### config.mk
export PLATFORM = sky130hd
export DESIGN_NAME = disp_scanner
export DESIGN_NICKNAME = d
export VERILOG_FILES = /design/src/rtl/scan_pkg.sv /design/src/rtl/mux_tick_sel.sv /design/src/rtl/scan_counter.sv /design/src/rtl/row_gate.sv /design/src/rtl/col_latch.sv /design/src/rtl/disp_scanner.sv
export SDC_FILE = /design/constraint.sdc
export NUM_CORES = 1
export LEC_CHECK = 0
export CORE_UTILIZATION = 40
export DETAILED_ROUTE_END_ITERATION = 7
export PLACE_DENSITY_LB_ADDON = 0.05
export REMOVE_ABC_BUFFERS = 1
export SYNTH_ARGS = -nofsm -noshare
export SYNTH_HDL_FRONTEND = slang
export SYNTH_SLANG_ARGS = --single-unit
export TNS_END_PERCENT = 20
### constraint.sdc
create_clock -name clk -period 1.9 [get_ports clk]
set_input_delay 0.38 -clock clk [delete_from_list [all_inputs] [get_ports clk]]
set_output_delay 0.38 -clock clk [all_outputs]
set_load 0.02 [all_outputs]
### src/rtl/scan_pkg.sv
package scan_pkg;

    localparam int unsigned DEF_ROWS       = 5;
    localparam int unsigned DEF_CHARS      = 8;
    localparam int unsigned DEF_CHAR_COLS  = 5;
    localparam int unsigned DEF_SLOT_TICKS = 64;
    localparam int unsigned DEF_ON_SPAN    = 60;
    localparam int unsigned DEF_FRACS      = 15;
    localparam int unsigned LAMP_K         = 8;

    typedef enum logic {
        SRC_EXT = 1'b0,
        SRC_INT = 1'b1
    } mux_src_e;

    typedef struct packed {
        logic       lamp;
        logic       pdown;
        logic       blank;
        logic [2:0] level;
    } scan_ctl_t;

    // brightness code -> lit fifteenths of the on-window
    function automatic logic [3:0] level_fifteenths(input logic [2:0] code);
        logic [3:0] k;
        case (code)
            3'd0:    k = 4'd15;
            3'd1:    k = 4'd8;
            3'd2:    k = 4'd6;
            3'd3:    k = 4'd4;
            3'd4:    k = 4'd3;
            3'd5:    k = 4'd2;
            3'd6:    k = 4'd1;
            default: k = 4'd0;
        endcase
        return k;
    endfunction

endpackage

### src/rtl/mux_tick_sel.sv
module mux_tick_sel
    import scan_pkg::*;
#(
    parameter int unsigned SYNC_STAGES = 2
) (
    input  logic clk,
    input  logic rst,
    input  logic clk_sel,
    input  logic osc_tick,
    input  logic ext_clk,
    output logic adv_tick,
    output logic tick_out
);
    logic [SYNC_STAGES-1:0] sync_q;
    logic                   ext_prev_q;
    logic                   ext_rise;
    mux_src_e               src;

    generate
        if (SYNC_STAGES > 1) begin : g_chain
            always_ff @(posedge clk) begin
                if (rst) sync_q <= '0;
                else     sync_q <= {sync_q[SYNC_STAGES-2:0], ext_clk};
            end
        end else begin : g_single
            always_ff @(posedge clk) begin
                if (rst) sync_q <= '0;
                else     sync_q <= ext_clk;
            end
        end
    endgenerate

    always_ff @(posedge clk) begin
        if (rst) begin
            ext_prev_q <= 1'b0;
            tick_out   <= 1'b0;
        end else begin
            ext_prev_q <= sync_q[SYNC_STAGES-1];
            tick_out   <= osc_tick;
        end
    end

    assign ext_rise = sync_q[SYNC_STAGES-1] & ~ext_prev_q;
    assign src      = mux_src_e'(clk_sel);

    always_comb begin
        case (src)
            SRC_INT: adv_tick = osc_tick;
            default: adv_tick = ext_rise;
        endcase
    end


    tick_relay_chk: assert property (@(posedge clk) disable iff (rst)
        $past(osc_tick) == tick_out);

endmodule

### src/rtl/scan_counter.sv
module scan_counter #(
    parameter int unsigned ROWS       = 5,
    parameter int unsigned SLOT_TICKS = 64,
    localparam int unsigned ROW_W     = $clog2(ROWS),
    localparam int unsigned TICK_W    = $clog2(SLOT_TICKS)
) (
    input  logic              clk,
    input  logic              rst,
    input  logic              adv,
    input  logic              freeze,
    output logic [ROW_W-1:0]  row,
    output logic [TICK_W-1:0] tick
);
    localparam logic [ROW_W-1:0]  LAST_ROW  = ROW_W'(ROWS - 1);
    localparam logic [TICK_W-1:0] LAST_TICK = TICK_W'(SLOT_TICKS - 1);

    always_ff @(posedge clk) begin
        if (rst) begin
            row  <= '0;
            tick <= '0;
        end else if (adv && !freeze) begin
            if (tick == LAST_TICK) begin
                tick <= '0;
                row  <= (row == LAST_ROW) ? '0 : row + 1'b1;
            end else begin
                tick <= tick + 1'b1;
            end
        end
    end


    freeze_hold_chk: assert property (@(posedge clk) disable iff (rst)
        freeze |=> ($stable(row) && $stable(tick)));


    row_range_chk: assert property (@(posedge clk) disable iff (rst)
        row <= LAST_ROW);

endmodule

### src/rtl/row_gate.sv
module row_gate
    import scan_pkg::*;
#(
    parameter int unsigned ROWS       = 5,
    parameter int unsigned SLOT_TICKS = 64,
    parameter int unsigned ON_SPAN    = 60,
    parameter int unsigned FRACS      = 15,
    localparam int unsigned ROW_W     = $clog2(ROWS),
    localparam int unsigned TICK_W    = $clog2(SLOT_TICKS),
    localparam int unsigned UNIT      = ON_SPAN / FRACS
) (
    input  logic [ROW_W-1:0]  row,
    input  logic [TICK_W-1:0] tick,
    input  scan_ctl_t         ctl,
    output logic [ROWS-1:0]   row_on
);
    logic [3:0] k;
    int         on_len;
    logic       lit;

    always_comb begin
        k      = ctl.lamp ? 4'(LAMP_K) : level_fifteenths(ctl.level);
        on_len = int'(k) * int'(UNIT);
        lit    = !ctl.pdown && !ctl.blank && (int'(tick) < on_len);
        row_on = lit ? (ROWS'(1) << row) : '0;
    end

endmodule

### src/rtl/col_latch.sv
module col_latch #(
    parameter int unsigned ROWS       = 5,
    parameter int unsigned COLS       = 40,
    parameter int unsigned SLOT_TICKS = 64,
    parameter int unsigned ON_SPAN    = 60,
    localparam int unsigned ROW_W     = $clog2(ROWS),
    localparam int unsigned TICK_W    = $clog2(SLOT_TICKS),
    localparam int unsigned LOAD_AT   = SLOT_TICKS - 3
) (
    input  logic              clk,
    input  logic              rst,
    input  logic              adv,
    input  logic              freeze,
    input  logic [ROW_W-1:0]  row,
    input  logic [TICK_W-1:0] tick,
    input  logic              lamp_in,
    input  logic [COLS-1:0]   rd_data,
    output logic [ROW_W-1:0]  rd_row,
    output logic [COLS-1:0]   col_out,
    output logic              lamp_q
);
    logic [ROW_W-1:0] nxt_row;
    logic             load;

    assign nxt_row = (row == ROW_W'(ROWS - 1)) ? '0 : row + 1'b1;
    assign rd_row  = (int'(tick) >= int'(ON_SPAN)) ? nxt_row : row;
    assign load    = adv && !freeze && (tick == TICK_W'(LOAD_AT));

    always_ff @(posedge clk) begin
        if (rst) begin
            col_out <= '0;
            lamp_q  <= 1'b0;
        end else if (load) begin
            lamp_q  <= lamp_in;
            col_out <= lamp_in ? '1 : rd_data;
        end
    end


    lamp_latch_chk: assert property (@(posedge clk) disable iff (rst)
        !$stable(lamp_q) |-> ($past(tick) == TICK_W'(LOAD_AT)));

endmodule

### src/rtl/disp_scanner.sv
module disp_scanner
    import scan_pkg::*;
#(
    parameter int unsigned ROWS       = DEF_ROWS,
    parameter int unsigned CHARS      = DEF_CHARS,
    parameter int unsigned CHAR_COLS  = DEF_CHAR_COLS,
    parameter int unsigned SLOT_TICKS = DEF_SLOT_TICKS,
    parameter int unsigned ON_SPAN    = DEF_ON_SPAN,
    parameter int unsigned FRACS      = DEF_FRACS,
    parameter int unsigned SYNC_STAGES = 2,
    localparam int unsigned COLS      = CHARS * CHAR_COLS,
    localparam int unsigned ROW_W     = $clog2(ROWS),
    localparam int unsigned TICK_W    = $clog2(SLOT_TICKS)
) (
    input  logic             clk,
    input  logic             rst,
    input  logic             clk_sel,
    input  logic             osc_tick,
    input  logic             ext_clk,
    input  logic [2:0]       level,
    input  logic             lamp_test,
    input  logic             power_down,
    input  logic             blank,
    input  logic [COLS-1:0]  rd_data,
    output logic [ROW_W-1:0] rd_row,
    output logic [ROWS-1:0]  row_on,
    output logic [COLS-1:0]  col_out,
    output logic             tick_out
);
    logic              adv;
    logic [ROW_W-1:0]  row;
    logic [TICK_W-1:0] tick;
    logic              lamp_q;
    scan_ctl_t         ctl;

    mux_tick_sel #(.SYNC_STAGES(SYNC_STAGES)) u_src (
        .clk      (clk),
        .rst      (rst),
        .clk_sel  (clk_sel),
        .osc_tick (osc_tick),
        .ext_clk  (ext_clk),
        .adv_tick (adv),
        .tick_out (tick_out)
    );

    scan_counter #(.ROWS(ROWS), .SLOT_TICKS(SLOT_TICKS)) u_cnt (
        .clk    (clk),
        .rst    (rst),
        .adv    (adv),
        .freeze (power_down),
        .row    (row),
        .tick   (tick)
    );

    col_latch #(
        .ROWS(ROWS), .COLS(COLS), .SLOT_TICKS(SLOT_TICKS), .ON_SPAN(ON_SPAN)
    ) u_col (
        .clk     (clk),
        .rst     (rst),
        .adv     (adv),
        .freeze  (power_down),
        .row     (row),
        .tick    (tick),
        .lamp_in (lamp_test),
        .rd_data (rd_data),
        .rd_row  (rd_row),
        .col_out (col_out),
        .lamp_q  (lamp_q)
    );

    always_comb begin
        ctl.lamp  = lamp_q;
        ctl.pdown = power_down;
        ctl.blank = blank;
        ctl.level = level;
    end

    row_gate #(
        .ROWS(ROWS), .SLOT_TICKS(SLOT_TICKS), .ON_SPAN(ON_SPAN), .FRACS(FRACS)
    ) u_gate (
        .row    (row),
        .tick   (tick),
        .ctl    (ctl),
        .row_on (row_on)
    );


    one_row_chk: assert property (@(posedge clk) disable iff (rst)
        $onehot0(row_on));


    guard_band_chk: assert property (@(posedge clk) disable iff (rst)
        (row_on != '0) |-> (int'(tick) < int'(ON_SPAN)));


    col_dark_chk: assert property (@(posedge clk) disable iff (rst)
        (col_out != $past(col_out)) |-> (row_on == '0 && $past(row_on) == '0));


    pdown_dark_chk: assert property (@(posedge clk) disable iff (rst)
        power_down |-> (row_on == '0));

endmodule

# Word level (Yosys, flattened, before mapping)
# Index checks and enable logic that the tools add are counted.
# op_classes
shifts,1
n_eq_ne,9
n_reduce_logical,8
n_bitwise,2
addsub,2
mux,8
n_lt_le_gt_ge,2
# op_table
cell,n
2-to-1 mux 40 bit,1
case mux 4 bit (7 select lines),1
"== test 3 bit, second input constant",4
"== test 6 bit, second input constant",2
"adder 6 x 1 -> 6 bit, second input constant",1
"== test 3 x 2 -> 1 bit, second input constant",2
">= comparator 6 bit, second input constant",1
< comparator 6 bit,1
2-to-1 mux 3 bit,2
2-to-1 mux 6 bit,1
2-to-1 mux 5 bit,1
"<< shifter 1 x 3 -> 5 bit, first input constant",1
logical AND 1 bit,4
2-to-1 mux 4 bit,1
"adder 3 x 1 -> 3 bit, second input constant",1
"== test 3 x 1 -> 1 bit, second input constant",1
zero test 3 bit,1
zero test 1 bit,2
AND reduction 2 bit,1
bitwise AND 1 bit,1
2-to-1 mux 1 bit,1
inverter 1 bit,1
# word_totals
regBits,54
output_inout_bits,49

# Longest topological paths before layout
# depth
depth_word,6
mapped_depth,7
depth_no_buf,6

# Modules after synthesis
# Synthesis repeated with hierarchy kept, for this count alone.
# hier_totals
cells_unflattened,296
hier_area_um2,2703.8
# by_module_without_submodules
module,n_inst,cells_per_inst,area_per_inst_um2
col_latch,1,204,1934.4
scan_counter,1,52,454.2
row_gate,1,29,191.4
mux_tick_sel,1,11,123.9

# Worst setup path before layout
# No wires, ideal clock.
# synth_path
path_kind,in2out
start,input level[0]
end,output row_on[0]
required_time_ns,1.520
arrival_ns,1.759
path_stages,6
n_path_buf,0
path_slack_ns,-0.239
path_cell_list,inv_1 -> o211ai_1 -> ha_1 -> o41ai_1 -> a21oi_1 -> nor4_1
# synth_via
elab_chain_cells,6
word_cells_on_any_way,12
classes_between,order compare (1); eq/ne (6); mux (3); reduce/logical (2)
# synth_lines
element,line_no,rtl
start: declaration,disp_scanner.sv:20,"input logic [2:0] level,"
"== test 3 bit, or another cell as far along",scan_pkg.sv:26,case (code)
case mux 4 bit (7 select lines) (*),scan_pkg.sv:26,
2-to-1 mux 4 bit (*),row_gate.sv:22,k = ctl.lamp ? 4'(LAMP_K) : level_fifteenths(ctl.level);
< comparator 6 bit (*),row_gate.sv:24,lit = !ctl.pdown && !ctl.blank && (int'(tick) < on_len);
logical AND 1 bit (*),row_gate.sv:24,
2-to-1 mux 5 bit (*),row_gate.sv:25,row_on = lit ? (ROWS'(1) << row) : '0;
end: declaration,disp_scanner.sv:26,"output logic [ROWS-1:0] row_on,"
# Every way passes the cells marked *; elsewhere a longest branch is shown, timed or not.

# Worst setup path after layout
# layout_path
start,input level[1]
end,output row_on[3]
# The elaborated chain is that of the path after synthesis.

==> impl.org <==
** Outcome
- The run finished, with violations left.
- The final reports fail on setup timing.

** Setup path
- For the worst flop-to-flop path, the logic depth is 10.
- The worst setup path is launched from a primary input.
- For the worst setup path, the data required time is 1.52 ns.
- Critical path class :: primary input to primary output
- The worst setup path is captured at a primary output.
- Tracing the worst setup path back leads to its startpoint at level[1].
- In this run the worst path has a maximum fanout of 5.
- The worst register-to-register path ends at u_col.col_out[19]$_SDFFE_PP0P_.
- Launching point of the worst reg2reg path :: u_cnt.tick[2]$_SDFFE_PP0P_
- Reg2reg setup slack :: -0.09 ns
- At the worst endpoint, the arrival time is 1.72 ns.

** Routing
- The first detailed-routing pass took 4 iterations.
- Dividing the detail-routed via count by the number of cells gives 4.82.
- The detailed router finished its first iteration with 30 violations.
- Drt total wl :: 5.87 mm
- Summing over every cut layer, the via total after detailed routing is 2331.
- Per-cell routed wire length :: 12.1 um
- For this run, design rule violations remaining after detail routing come to 0.
- Final ANT Viol Nets :: 0

** Timing
- Fmax :: 475 MHz
- Shortest period the worst path allows :: approximately 2.1 ns
- Post-route setup slack :: -0.205 ns
- In this run the tightest slew margin relative to its limit is 71.2%.
- Final worst-path cycle share :: 111%
- At the pin with the least slew margin, the transition time is around 0.43 ns.
- Endpoints failing setup :: 47
- Total count of hold-check failures in the final report :: 0
- Worst clock skew :: a little over 0.008 ns
- Count of final max-slew check failures :: 0
- RSZ-0062 raised after global routing :: yes
- Total Neg Setup Slack :: -3.57 ns

** Clock network
- TritonCTS clock tree :: yes
- The H-tree generated during clock tree synthesis spans 2 levels.
- CTS saw 54 sinks.
- Buffer depth of the longest clock path :: 2
- Register clock-pin slew on the reported worst setup and hold paths :: 0.10 ns
- CTS Root Cell :: clkbuf_8
- Skew-Pair Late Insertion Delay :: 0.31 ns
- Number of buffers inserted during clock tree synthesis :: 5

** GRT
- Met3 demand-to-capacity share in global routing :: ~3.6%
- Largest net degree at the start of global routing :: between 40 and 50
- Overflow left after global routing :: 0
- Global routing used 29.3% of the available met2 tracks.
- The number of global-route vias before repair was 2046.
- Global routing used ~17% of the available tracks.
- Global-route wire length before repair :: between 9 and 10 mm
- The number of antenna violations at the first check in global routing was 0.
- After global routing, the most crowded layer is met2.
- In the global route stage, met1 resource usage came out at about 22%.

** Die
- The floorplan step defined a core boundary enclosing between 6000 and 7000 um^2.
- Row generation in the floorplan step produced 29 rows.
- Die outline height :: between 80 and 90 um
- 100 I/O pins were placed.
- The die is between 80 and 90 um wide.
- Die area :: 6850 um^2
- Once the floorplan was initialized, standard cells occupied 41.3% of the core.

** Cells and area
- The library cell used most frequently in the layout, excluding fill and tap cells, is nor2_1.
- The sequential cells in the finished layout cover a total of about 1100 um^2.
- The repair_antennas step left the layout with diodes totalling 0.
- The area growth from synthesis to layout is 59.2%.
- Most used cells in the layout excluding fill and tap cells :: nor2_1 (93), clkdlybuf4s50_1 (86), dfxtp_1 (49)
- Net count of the finished layout :: 467
- Proportion of layout cells with a drive suffix above 1 :: 29.2%
- Total area of multi-input combinational cells :: roughly 1400 um^2
- Fill cell total of the finished layout :: 540

** Min path
- Count of cells along the worst hold path :: 3
- Hold Crit Endpoint :: u_cnt.tick[3]$_SDFFE_PP0P_
- Critical hold path startpoint :: rst
- Tightest Hold Check Type :: primary input to flip-flop

** Power and ir drop
- Power, Total :: 2.15 mW
- Total internal power :: about 1.7 mW
- Summed over all nets, the switching power comes to 494 uW.
- Of the total power, the clock network draws 35.9%.
- Share of total power consumed by net switching :: 22.9%
- Of the total power, registers draw 52.9%.
- Lkg Pwr :: 1.48 nW
- Part of the power in combinational logic :: 11.2%
- Power per Cell Area :: 519 nW/um^2
- Worst IR Drop VDD :: 520 uV

** Placement
- The wire-length estimate of the detail-placed layout is approximately 4.2 mm.
- The congestion estimate from routability-driven global placement came to 0.720.
- Timing analysis after detailed placement gives a worst setup slack of -1.06 ns.
- Port buffering added 99 buffers.

** Logic synthesis
- Number of different library cells in the post-synthesis netlist :: 28
- Post-synthesis cell area :: approximately 2600 um^2
- Count of synthesis-stage warnings from yosys :: 0
- Synthesis produced a netlist whose cell count is 280.
- Synthesis inferred 54 register bits.
- A synthesized cell averages 9.32 um^2.
- Sequential elements use 41.4% of the synthesized area.

** Run
- The tool flagged a number of max-cap violations equal to 0.
[through the flow]
| step | area, um^2 | hold slack [ns] | util [%] | std cells |
|---|---|---|---|---|
| 2_1_floorplan | 2480 | 0.414 | - | 258 |
| 3_3_place_gp | 3930 | 0.418 | 62.3 | 470 |
| 3_5_place_dp | 3930 | 0.435 | 62.3 | 470 |
| 4_1_cts | 4100 | 0.379 | 64.9 | 482 |
| 5_1_grt | 4150 | 0.415 | 65.8 | 484 |
| 6_report | 4150 | 0.391 | 65.8 | 484 |
[cells in the mapped netlist]
cell	count	area share [%]
a21oi_1	4	0.77
nand3_1	2	0.38
xnor2_1	5	1.7
or3b_1	1	0.34
clkbuf_1	13	1.9
a211oi_1	3	0.86
o211ai_1	1	0.29
nor4_1	5	1.2
a211oi_2	40	19
nor2_1	94	14
or2_2	2	0.48
nor2b_1	5	1.2
nand2_1	5	0.72
mux2i_1	4	1.5
a2111oi_0	2	0.67
o41ai_1	1	0.34
mux2_2	3	1.3
inv_1	8	1.2
ha_1	10	4.8
a2111oi_4	1	1.1
nand4_1	1	0.24
nand2b_1	4	0.96
buf_4	4	1.2
buf_6	4	1.7
a2111oi_2	1	0.58
dfxtp_1	54	41
buf_2	1	0.19
o21ai_0	2	0.38
[power by group through the flow]
stage	Sequential (mW)	Combinational [mW]	Clock, mW
3_5_place_dp	1.17	0.233	0
2_1_floorplan	1.17	0.0586	0
5_1_grt	1.14	0.265	0.849
4_1_cts	1.14	0.236	0.807
6_report	1.14	0.242	0.772
3_3_place_gp	1.17	0.233	0
[timing repair]
item	CTS	global route
setup endpoints to repair	54	49
pin swaps	13	1
buffers inserted	3	2
cloned	1	0
hold buffers	0	0
gates resized for setup	58	11
[area by class of cell]
| class | instances | area share, % |
|---|---|---|
| clock inverters | 3 | 1.08 |
| repair buffers | 141 | 33.6 |
| flip-flops and latches | 54 | 26.3 |
| multi-input cells | 196 | 34.4 |
| well taps | 77 | 2.32 |
| inverters | 8 | 0.723 |
| clock buffers | 5 | 1.66 |
[cells by family after synthesis]
family	count (synthesis)	share of synthesized area (%)
adder cells (fa/ha/maj)	10	4.80
XOR/XNOR	5	1.68
buffers and inverters	30	6.09
flip-flops	54	41.4
multiplexers	7	2.83
AND/OR/NAND/NOR	119	19.0
AO/OA/AOI/OAI	55	24.1
[state kept, by name, summed over array words and instances (netlist names)]
name and count:
u_cnt.row 3, u_cnt.tick 6, u_col.col_out 40, u_col.lamp_q 1
u_src.ext_prev_q 1, u_src.sync_q 2, u_src.tick_out 1
[metal layers]
layer	vias to the layer above	part of all wire (%)
met5	-	0
met4	0	1.1
met3	8	6.2
met2	60	46
met1	1061	47
li1	1202	-
[worst max-delay path by stage]
stage                                 to  slack (ns)  cells after the start
3_3_place_gp                   row_on[0]       -0.98                      8
3_5_place_dp                   row_on[4]       -1.06                      8
6_report                       row_on[3]       -0.20                      8
5_1_grt                        row_on[4]       -0.33                      7
2_1_floorplan  u_col.lamp_q$_SDFFE_PP0P_       -2.42                      4
4_1_cts                        row_on[4]       -0.20                      7
[critical path, stage by stage]
cell	delay, ns
dlygate4sd2_1	0.27
nand2_1	0.08
o211ai_1	0.09
ha_1	0.33
o41ai_4	0.07
a21oi_4	0.12
nor4_1	0.16
buf_2	0.21
Note: power is estimated with default switching activity, not from simulation.
